**src/rtl/cfi_qry_pkg.sv**
```systemverilog
package cfi_qry_pkg;

  // Control-to-datapath strobes for one read
  typedef struct packed {
    logic load;    // capture a new response on this edge
    logic idMode;  // identifier codes instead of the parameter table
    logic geomOk;  // geometry settings form a supported combination
    logic wideX8;  // part runs narrower than its native width
  } qryStrobe_t;

  // Highest table index that is still looked up
  localparam int unsigned TABLE_LAST = 32'h52;

endpackage

```
**src/rtl/cfi_qry_ctrl.sv**
```systemverilog
module cfi_qry_ctrl
  import cfi_qry_pkg::*;
#(
  parameter int ADDR_W  = 16,
  parameter int LANES   = 4,
  parameter int IDX_W   = 21,
  parameter int LOG_W   = 2,
  parameter int MAX_LOG = 2
) (
  input  logic                        clk,
  input  logic                        rst_n,
  input  logic                        rdEn,
  input  logic                        idMode,
  input  logic [ADDR_W-1:0]           offset,
  input  logic [LOG_W-1:0]            accLog,
  input  logic [LOG_W-1:0]            bankLog,
  input  logic [LOG_W-1:0]            devLog,
  input  logic [LOG_W-1:0]            maxLog,
  output qryStrobe_t                  strobe,
  output logic [LANES-1:0][IDX_W-1:0] laneIdx
);

  localparam int SH_W = LOG_W + 2;
  localparam logic [LOG_W-1:0] LOG_LIMIT = LOG_W'(MAX_LOG);

  logic [SH_W-1:0] shiftAmt;
  logic            widthsOk;
  logic            orderOk;
  logic            narrowOk;

  // scale shift that maps a byte address onto a table index
  assign shiftAmt = SH_W'(bankLog) + SH_W'(maxLog) - SH_W'(devLog);

  // legal geometry check
  assign widthsOk = (accLog <= LOG_LIMIT) && (bankLog <= LOG_LIMIT) && (maxLog <= LOG_LIMIT);
  assign orderOk  = (devLog <= bankLog) && (devLog <= maxLog);
  assign narrowOk = (devLog == maxLog) || (devLog == '0);

  always_comb begin
    strobe.load   = rdEn;
    strobe.idMode = idMode;
    strobe.geomOk = widthsOk && orderOk && narrowOk;
    strobe.wideX8 = (devLog != maxLog);
  end

  // lane k answers for offset + k * bank width
  for (genvar k = 0; k < LANES; k++) begin : g_idx
    logic [IDX_W-1:0] laneAddr;
    assign laneAddr   = IDX_W'(offset) + (IDX_W'(k) << bankLog);
    assign laneIdx[k] = laneAddr >> shiftAmt;

    if (k > 0) begin : g_order

      lane_order_chk: assert property (@(posedge clk) disable iff (!rst_n)
        laneIdx[k] >= laneIdx[k-1]);
    end
  end

endmodule

```
**src/rtl/cfi_qry_datapath.sv**
```systemverilog
module cfi_qry_datapath
  import cfi_qry_pkg::*;
#(
  parameter int          DATA_BYTES  = 4,
  parameter int          IDX_W       = 21,
  parameter int          LOG_W       = 2,
  parameter int          SECTOR_LOG  = 17,
  parameter int          BLOCK_LOG   = 6,
  parameter logic [15:0] MANUF_CODE  = 16'h0089,
  parameter logic [15:0] DEVICE_CODE = 16'h0018
) (
  input  logic                             clk,
  input  logic                             rst_n,
  input  qryStrobe_t                       strobe,
  input  logic [DATA_BYTES-1:0][IDX_W-1:0] laneIdx,
  input  logic [LOG_W-1:0]                 accLog,
  input  logic [LOG_W-1:0]                 bankLog,
  input  logic [LOG_W-1:0]                 devLog,
  output logic [8*DATA_BYTES-1:0]          rdData,
  output logic                             rdValid
);

  localparam int DATA_W = 8 * DATA_BYTES;
  localparam int SEL_W  = $clog2(DATA_BYTES);
  localparam int BLOCKS = 1 << BLOCK_LOG;
  localparam logic [63:0] SECTOR_BYTES = 64'(1) << SECTOR_LOG;
  localparam logic [7:0]  SEC_MID  = SECTOR_BYTES[15:8];
  localparam logic [7:0]  SEC_HIGH = SECTOR_BYTES[23:16];
  localparam logic [7:0]  SIZE_SUM = 8'(SECTOR_LOG + BLOCK_LOG);

  logic [LOG_W-1:0] devCntLog;
  logic [SEL_W-1:0] devMask;
  logic [SEL_W-1:0] bankMask;
  logic [SEL_W:0]   accBytes;
  logic [DATA_BYTES-1:0][DATA_BYTES-1:0][7:0] laneByte;
  logic [DATA_W-1:0] nextData;

  assign devCntLog = bankLog - devLog;
  assign devMask   = SEL_W'((1 << devLog) - 1);
  assign bankMask  = SEL_W'((1 << bankLog) - 1);
  assign accBytes  = (SEL_W+1)'(1) << accLog;

  // fixed parameter table, geometry entries derived from parameters
  function automatic logic [7:0] tableByte(input logic [7:0] idx,
                                           input logic [LOG_W-1:0] bLog,
                                           input logic [LOG_W-1:0] cntLog);
    logic [15:0] blocksM1;
    blocksM1 = 16'((BLOCKS >> cntLog) - 1);
    case (idx)
      8'h10: return 8'h51;
      8'h11: return 8'h52;
      8'h12: return 8'h59;
      8'h13: return 8'h01;
      8'h15: return 8'h31;
      8'h27: return SIZE_SUM - 8'(cntLog);
      8'h2A: return (bLog == '0) ? 8'h08 : 8'h0B;
      8'h2C: return 8'h01;
      8'h2D: return blocksM1[7:0];
      8'h2E: return blocksM1[15:8];
      8'h2F: return SEC_MID;
      8'h30: return SEC_HIGH;
      8'h31: return 8'h50;
      8'h32: return 8'h52;
      8'h33: return 8'h49;
      8'h34: return 8'h31;
      8'h35: return 8'h30;
      default: return 8'h00;
    endcase
  endfunction

  // One device-lane response per bank-width lane
  for (genvar k = 0; k < DATA_BYTES; k++) begin : g_lane
    logic        inRange;
    logic [7:0]  tblVal;
    logic [15:0] idCode;
    logic [SEL_W-1:0] slot;

    always_comb begin
      // out-of-range index reads zero, no wrap of high bits
      inRange = (laneIdx[k] <= IDX_W'(TABLE_LAST));
      tblVal  = inRange ? tableByte(laneIdx[k][7:0], bankLog, devCntLog) : 8'h00;
      // identifier select on the low index byte
      case (laneIdx[k][7:0])
        8'h00:   idCode = MANUF_CODE;
        8'h01:   idCode = DEVICE_CODE;
        default: idCode = 16'h0000;
      endcase
      slot = '0;
      for (int m = 0; m < DATA_BYTES; m++) begin
        // byte position inside the owning device
        slot = SEL_W'(m) & devMask;
        if (strobe.idMode) begin
          if (slot == SEL_W'(0))      laneByte[k][m] = idCode[7:0];
          else if (slot == SEL_W'(1)) laneByte[k][m] = idCode[15:8];
          else                        laneByte[k][m] = 8'h00;
        end else if (strobe.wideX8) begin
          // byte repeated across the native width
          laneByte[k][m] = tblVal;
        end else begin
          laneByte[k][m] = (slot == '0) ? tblVal : 8'h00;
        end
      end
    end
  end

  // pack lanes into the word, clear bytes beyond the access
  always_comb begin
    logic [SEL_W-1:0] laneSel;
    logic [SEL_W-1:0] byteSel;
    nextData = '0;
    for (int b = 0; b < DATA_BYTES; b++) begin
      laneSel = SEL_W'(b >> bankLog);
      byteSel = SEL_W'(b) & bankMask;
      if (strobe.geomOk && ((SEL_W+1)'(b) < accBytes))
        nextData[8*b +: 8] = laneByte[laneSel][byteSel];
    end
  end

  // single capture register at the read port
  always_ff @(posedge clk or negedge rst_n) begin
    if (!rst_n) begin
      rdData  <= '0;
      rdValid <= 1'b0;
    end else begin
      rdValid <= strobe.load;
      if (strobe.load) rdData <= nextData;
    end
  end

  function automatic logic sameBytes(input logic [DATA_W-1:0] d,
                                     input logic [LOG_W-1:0] aLog);
    logic ok;
    ok = 1'b1;
    for (int b = 1; b < DATA_BYTES; b++)
      if ((b < (1 << aLog)) && (d[8*b +: 8] != d[7:0])) ok = 1'b0;
    return ok;
  endfunction


  hold_chk: assert property (@(posedge clk) disable iff (!rst_n)
    !strobe.load |=> $stable(rdData));


  upper_zero_chk: assert property (@(posedge clk) disable iff (!rst_n)
    strobe.load |=> ((rdData >> (8 << $past(accLog))) == '0));


  bad_geom_chk: assert property (@(posedge clk) disable iff (!rst_n)
    strobe.load && !strobe.geomOk |=> (rdData == '0));


  x8_repeat_chk: assert property (@(posedge clk) disable iff (!rst_n)
    strobe.load && !strobe.idMode && strobe.wideX8 && strobe.geomOk && (accLog == bankLog)
    |=> sameBytes(rdData, $past(accLog)));

endmodule

```
**src/rtl/cfi_query_responder.sv**
```systemverilog
module cfi_query_responder
  import cfi_qry_pkg::*;
#(
  parameter int          ADDR_W      = 16,
  parameter int          DATA_BYTES  = 4,
  parameter int          SECTOR_LOG  = 17,
  parameter int          BLOCK_LOG   = 6,
  parameter logic [15:0] MANUF_CODE  = 16'h0089,
  parameter logic [15:0] DEVICE_CODE = 16'h0018,
  localparam int         MAX_LOG     = $clog2(DATA_BYTES),
  localparam int         LOG_W       = $clog2(MAX_LOG + 2),
  localparam int         IDX_W       = ADDR_W + $clog2(DATA_BYTES * DATA_BYTES) + 1
) (
  input  logic                    clk,
  input  logic                    rst_n,
  input  logic                    rdEn,
  input  logic                    idMode,
  input  logic [ADDR_W-1:0]       offset,
  input  logic [LOG_W-1:0]        accLog,
  input  logic [LOG_W-1:0]        bankLog,
  input  logic [LOG_W-1:0]        devLog,
  input  logic [LOG_W-1:0]        maxLog,
  output logic [8*DATA_BYTES-1:0] rdData,
  output logic                    rdValid
);

  qryStrobe_t                       strobe;
  logic [DATA_BYTES-1:0][IDX_W-1:0] laneIdx;

  cfi_qry_ctrl #(
    .ADDR_W (ADDR_W),
    .LANES  (DATA_BYTES),
    .IDX_W  (IDX_W),
    .LOG_W  (LOG_W),
    .MAX_LOG(MAX_LOG)
  ) u_ctrl (
    .clk    (clk),
    .rst_n  (rst_n),
    .rdEn   (rdEn),
    .idMode (idMode),
    .offset (offset),
    .accLog (accLog),
    .bankLog(bankLog),
    .devLog (devLog),
    .maxLog (maxLog),
    .strobe (strobe),
    .laneIdx(laneIdx)
  );

  cfi_qry_datapath #(
    .DATA_BYTES (DATA_BYTES),
    .IDX_W      (IDX_W),
    .LOG_W      (LOG_W),
    .SECTOR_LOG (SECTOR_LOG),
    .BLOCK_LOG  (BLOCK_LOG),
    .MANUF_CODE (MANUF_CODE),
    .DEVICE_CODE(DEVICE_CODE)
  ) u_dp (
    .clk    (clk),
    .rst_n  (rst_n),
    .strobe (strobe),
    .laneIdx(laneIdx),
    .accLog (accLog),
    .bankLog(bankLog),
    .devLog (devLog),
    .rdData (rdData),
    .rdValid(rdValid)
  );

endmodule

```
**config.mk**
```make
export PLATFORM = sky130hd
export DESIGN_NAME = cfi_query_responder
export DESIGN_NICKNAME = d
export VERILOG_FILES = /design/src/rtl/cfi_qry_pkg.sv /design/src/rtl/cfi_qry_ctrl.sv /design/src/rtl/cfi_qry_datapath.sv /design/src/rtl/cfi_query_responder.sv
export SDC_FILE = /design/constraint.sdc
export NUM_CORES = 1
export LEC_CHECK = 0
export BUFFER_PORTS_ARGS = -buffer_cell sky130_fd_sc_hd__buf_2
export CAP_MARGIN = 10
export CORE_UTILIZATION = 50
export CTS_CLUSTER_SIZE = 12
export DETAILED_ROUTE_END_ITERATION = 10
export MAX_ROUTING_LAYER = met4
export PLACE_DENSITY = 0.77
export REMOVE_ABC_BUFFERS = 1
export SLEW_MARGIN = 0
export SYNTH_ARGS = -nofsm -noshare
export SYNTH_HDL_FRONTEND = slang
export SYNTH_HIERARCHICAL = 1
export SYNTH_SLANG_ARGS = --single-unit
```
**constraint.sdc**
```tcl
create_clock -name clk -period 0.9 [get_ports clk]
set_input_delay 0.09 -clock clk [delete_from_list [all_inputs] [get_ports clk]]
set_output_delay 0.09 -clock clk [all_outputs]
set_load 0.02 [all_outputs]
```
==> results.ini, run 1 <==
[synth]
synth_fa_ha_area_frac = 0.0423
synth_edf_count = 0
synth_top_area_frac = 0.0956
ys_top_cells_by_area = dfrtp_1, nor2_1, a21oi_1
synth_area_per_cell_um2 = 6.71
synth-simple-area-share = 0.301
async_flop_share = 1.00
synth_most_common_cell = nor2_1
yosysTopAreaCell = dfrtp_1
synth_cell_types = 103
ys.warnings.count = 6
yosys_most_used_dff = dfrtp_1
ys_ff_latch = 33
syn_area_um2 = 8640
synthTopCellsByCount = nor2_1, nand2_1, a21oi_1
synth_top_family_by_area = compound AO/OA/AOI/OAI gates
muxShareOfSynthArea = 0.0608
synth_compound_area_frac = 0.370
synth_cells = 1287
yosys.area_share.xor_xnor = 0.0484
synth-seq-area-share = 0.0956

[die]
dieHeight_um = 133
initial_core_util = 0.517
rows = 47
top_level_ports = 61
die_w_um = 133

[clocking]
cts_root_buf = clkbuf_16
cts_buffers = 5
htreeDepth = 2
cts_buffer_depth = 2
clkSinkCount = 33

[timing]
worst_endpoint = u_dp/rdData[24]$_DFFE_PN0P_/D
worst_endpoint_kind = register input

[status]
haltStage = global routing
status = aborted with a tool error
first-error = [ERROR GRT-0232] Routing congestion too high. Check the congestion heatmap in the GUI.

[place]
port_buffers = 60
dpl.hpwl_um = 31900
gp_congestion = 1.08

[global_route]
grt_max_degree = 34
grt_overflow = 11
grt_use_total = 0.799

==> logic make-up after synthesis <==
group	count (synthesis)
XOR/XNOR	45
multiplexers	42
other	1
buffers and inverters	162
AND/OR/NAND/NOR	514
adder cells (fa/ha/maj)	28
AO/OA/AOI/OAI	462
flip-flops	33
==> routing by layer <==
metal  track usage  GRT overflow
met1         0.807             0
met2         0.946             7
met3         0.642             0
met4         0.719             4
met5             -             -
==> through the flow <==
| stage | setup WS (ns) | instance area, um^2 | TNS [ns] | hold slack (ns) | cells |
|---|---|---|---|---|---|
| CTS | -3.27 | 14400 | -98.17 | 0.112 | 1995 |
| detailed placement | -3.94 | 12300 | -120.18 | 0.0555 | 1914 |
| global placement | -3.88 | 12300 | -118.46 | 0.0519 | 1914 |
| floorplan | -6.57 | 8130 | -199.18 | -0.206 | 1178 |
==> repair_timing <==
action / in CTS
pin swaps: 62
endpoints found under the hold margin: 33
setup endpoints to repair: 60
gates resized for setup: 313
setup buffers: 74
cloned: 2
hold buffers: 1
==> run 2, diff against run 1 <==
--- a/config.mk
+++ b/config.mk
@@ -7,11 +7,9 @@
 export LEC_CHECK = 0
 export BUFFER_PORTS_ARGS = -buffer_cell sky130_fd_sc_hd__buf_2
 export CAP_MARGIN = 10
-export CORE_UTILIZATION = 50
-export CTS_CLUSTER_SIZE = 12
+export CORE_UTILIZATION = 35
 export DETAILED_ROUTE_END_ITERATION = 10
-export MAX_ROUTING_LAYER = met4
-export PLACE_DENSITY = 0.77
+export PLACE_DENSITY_LB_ADDON = 0.15
 export REMOVE_ABC_BUFFERS = 1
 export SLEW_MARGIN = 0
 export SYNTH_ARGS = -nofsm -noshare
==> run 2 against run 1 <==
  * The flow now finishes, with violations (setup timing)
  * Synthesized cell count unchanged
  * Synthesized area unchanged
==> results.ini, run 2 <==
[synth]
yosysTopAreaCell = dfrtp_1
synthTopCellsByCount = nor2_1, nand2_1, a21oi_1
ys_top_cells_by_area = dfrtp_1, nor2_1, a21oi_1
async_flop_share = 1.00  ; unchanged
synth_cells = 1287  ; unchanged
ys_ff_latch = 33  ; unchanged
ys.warnings.count = 6  ; unchanged
synth_edf_count = 0  ; unchanged
synth-seq-area-share = 0.0956  ; unchanged
synth_most_common_cell = nor2_1
syn_area_um2 = 8640  ; unchanged
yosys_most_used_dff = dfrtp_1
synth_top_area_frac = 0.0956  ; unchanged
synth_area_per_cell_um2 = 6.71  ; unchanged
synth_cell_types = 103  ; unchanged

[clocking]
clkTransAtPathRegs_ns = 0.06
clk_latency_ns = 0.28
cts_buffer_depth = 2  ; unchanged
cts_buffers = 5  ; unchanged
clkSinkCount = 33  ; unchanged
cts_tree = built
cts_root_buf = clkbuf_16
htreeDepth = 2  ; unchanged

[place]
gp_congestion = 0.962  ; -11%
dpl.hpwl_um = 32600  ; +1.9%
pre_cts_ws_ns = -3.88  ; +0.0541 ns
port_buffers = 60  ; unchanged

[die]
core-area_um2 = 24200
top_level_ports = 61  ; unchanged
die_w_um = 159  ; +19%
die_area_um2 = 25300
rows = 57  ; +21%
initial_core_util = 0.356  ; -0.161
dieHeight_um = 159  ; +19%

[layout]
final_core_util = 0.638
drive_gt1_frac = 0.507
syn_to_final_growth_pct = 79.1
nets = 1876
largest_reg_flops = 32
fillCellCount = 2134
antenna_cells = 0
largestRegisters = u_dp/rdData x32, u_dp/rdValid x1
layout_commonest_cell = buf_4
multi_input_area_um2 = 8730
seqCellArea_um2 = 826
final_cell_mix = buf_4, nor2_1, nand2_1
regMostFlops = u_dp/rdData

[critical_path]
crit_type = input port to flip-flop
slowest_stage = fa_2
slowest_delay_ns = 0.68
worstPathRequired_ns = 1.07
cp_data_arrival_time_ns = 4.26
reg2reg_to = u_dp/rdData[10]
r2r_cells = 2
endpoint_kind = flip-flop
crit-reg2reg-launch = u_dp/rdData[10]
crit_family = compound AO/OA/AOI/OAI gates
crit_path_frequent_cell = buf_6
path_buf_inv = 8
reg2reg_setup_slack_ns = 0.01
worst-path-max-fanout = 5
startpoint_type = input port
crit_chain = buf_8 > inv_6 > fa_1 > inv_2 > fa_2 > clkinv_4 > buf_6 > or3_4 > o21ai_4 > buf_6 > buf_4 > o21ai_2 > o21ai_2 > nand2_2 > buf_6 > a32o_2 > o31ai_4 > nor3_4 > a221o_1 > a22o_1

[detailed_routing]
drtIter0Drc = 1622
viasPerCell = 6.00
wire_per_inst_um = 20.4
drt_first_pass_iters = 5
ant_nets = 0
drc_errors = 0
vias = 12865
totalWireLength_um = 43700

[power]
power_switching_share = 0.485
power.switching_w = 0.0129
ir_worst_vdd_uv = 1170
power_frac_comb = 0.880
clkPwrFrac = 0.063
p_seq_frac = 0.057
power.static_leakage_nw = 6.50
p_total_w = 0.0266
power_density_nw_per_um2 = 1720
p_int_w = 0.0137

[global_route]
grt_max_degree = 34
grtUsageMet2 = 0.515
gr-usage-met1 = 0.452
top_usage_layer = met2
grt_pass1_vias = 12100
use_met3 = 0.0440
grt_use_total = 0.324
antenna_found_initial = 0
grt_pass1_wl_um = 66100
grt_overflow = 0

[status]
status = complete, but fails checks
violations = setup timing

[timing]
hold_viol = 0
period_needed_ns = 4.09
max_slew_margin = 0.568
final.period_utilization = 4.55
setup_ws_ns = -3.19
rsz0062_at_grt = true
tightest_slew_ns = 0.642
setup_viol = 51
max_freq_mhz = 244
holdWs_ns = 0.146
finClkSkew_ns = 0
drv_slew = 0

[hold_path]
min_to = u_dp/rdValid
hold_class = input port to flip-flop
holdPathStages = 2
worstHoldStart = rdEn

[job]
cap_violations = 0

## run 2: cell counts after synthesis
No cell type changed its count.
## run 2: power by group through the flow
stage	logic (W)	registers [W]	clock network (W)
after floorplan	0.00886	0.00154	0
after global placement	0.0177	0.00153	0
after detailed placement	0.0177	0.00153	0
after CTS	0.0206	0.00150	0.00168
after global routing	0.0248	0.00150	0.00174
final	0.0234	0.00150	0.00168
## run 2: routing by layer
| metal | routed length [um] | part of all wire |
|---|---|---|
| met2 | 19600 | 0.45 |
| met5 | 0 | 0 |
| met4 | 1510 | 0.034 |
| met3 | 3460 | 0.079 |
| met1 | 19100 | 0.44 |
## run 2: final cells by class
cell class / count / area share
Tap cell: 324 / 0.0262
Clock buffer: 6 / 0.00833
Clock inverter: 2 / 0.000647
Timing Repair Buffer: 635 / 0.337
Sequential cell: 33 / 0.0534
Multi-Input combinational cell: 1108 / 0.564
Inverter: 37 / 0.0103
## run 2: stage by stage
stage / instance area, um^2 / TNS [ns] / cells
after global placement: 12600 / -118.66 / 2046
after CTS: 14500 / -95.14 / 2105
after floorplan: 8130 / -199.18 / 1178
after detailed placement: 12600 / -119.35 / 2046
final: 15500 / -98.38 / 2145
after global routing: 15500 / -102.87 / 2145
## run 2: logic make-up (layout without fill, tap and decap cells)
| kind of cell | count (synthesis) | count (layout) | share of synthesized area |
|---|---|---|---|
| compound gates | 462 | 462 | 0.370 |
| xor+xnor | 45 | 45 | 0.0484 |
| fa+ha+maj | 28 | 28 | 0.0423 |
| buf+inv | 162 | 680 | 0.0818 |
| flops | 33 | 33 | 0.0956 |
| mux | 42 | 42 | 0.0608 |
| other cells | 1 | 17 | 0.000434 |
| simple gates | 514 | 514 | 0.301 |
## run 2: worst max-delay path by stage
stage / cells past startpoint / from / slack [ns] / to
3_3_place_gp: 20 / bankLog[1] / -3.86 / u_dp/rdData[29]
5_1_grt: 22 / maxLog[1] / -3.29 / u_dp/rdData[14]
4_1_cts: 21 / maxLog[1] / -3.05 / u_dp/rdData[22]
3_5_place_dp: 21 / bankLog[1] / -3.88 / u_dp/rdData[26]
6_report: 20 / maxLog[1] / -3.19 / u_dp/rdData[22]
2_1_floorplan: 16 / bankLog[1] / -6.57 / u_dp/rdData[24]
## run 2: worst reg2reg max path, cell delays in order (launching register included)
cell     delay, ns
dfrtp_1       0.41
a22oi_1       0.26
o21ai_2       0.09
## run 2: repair_timing
item	in CTS	in global routing
endpoints found under the hold margin	33	0
gates resized for setup	289	147
pin swaps	97	58
gates cloned	1	3
setup buffers	51	38
hold buffers	1	0
endpoints found under the setup margin	61	64
(Power assumes the default switching activity.)
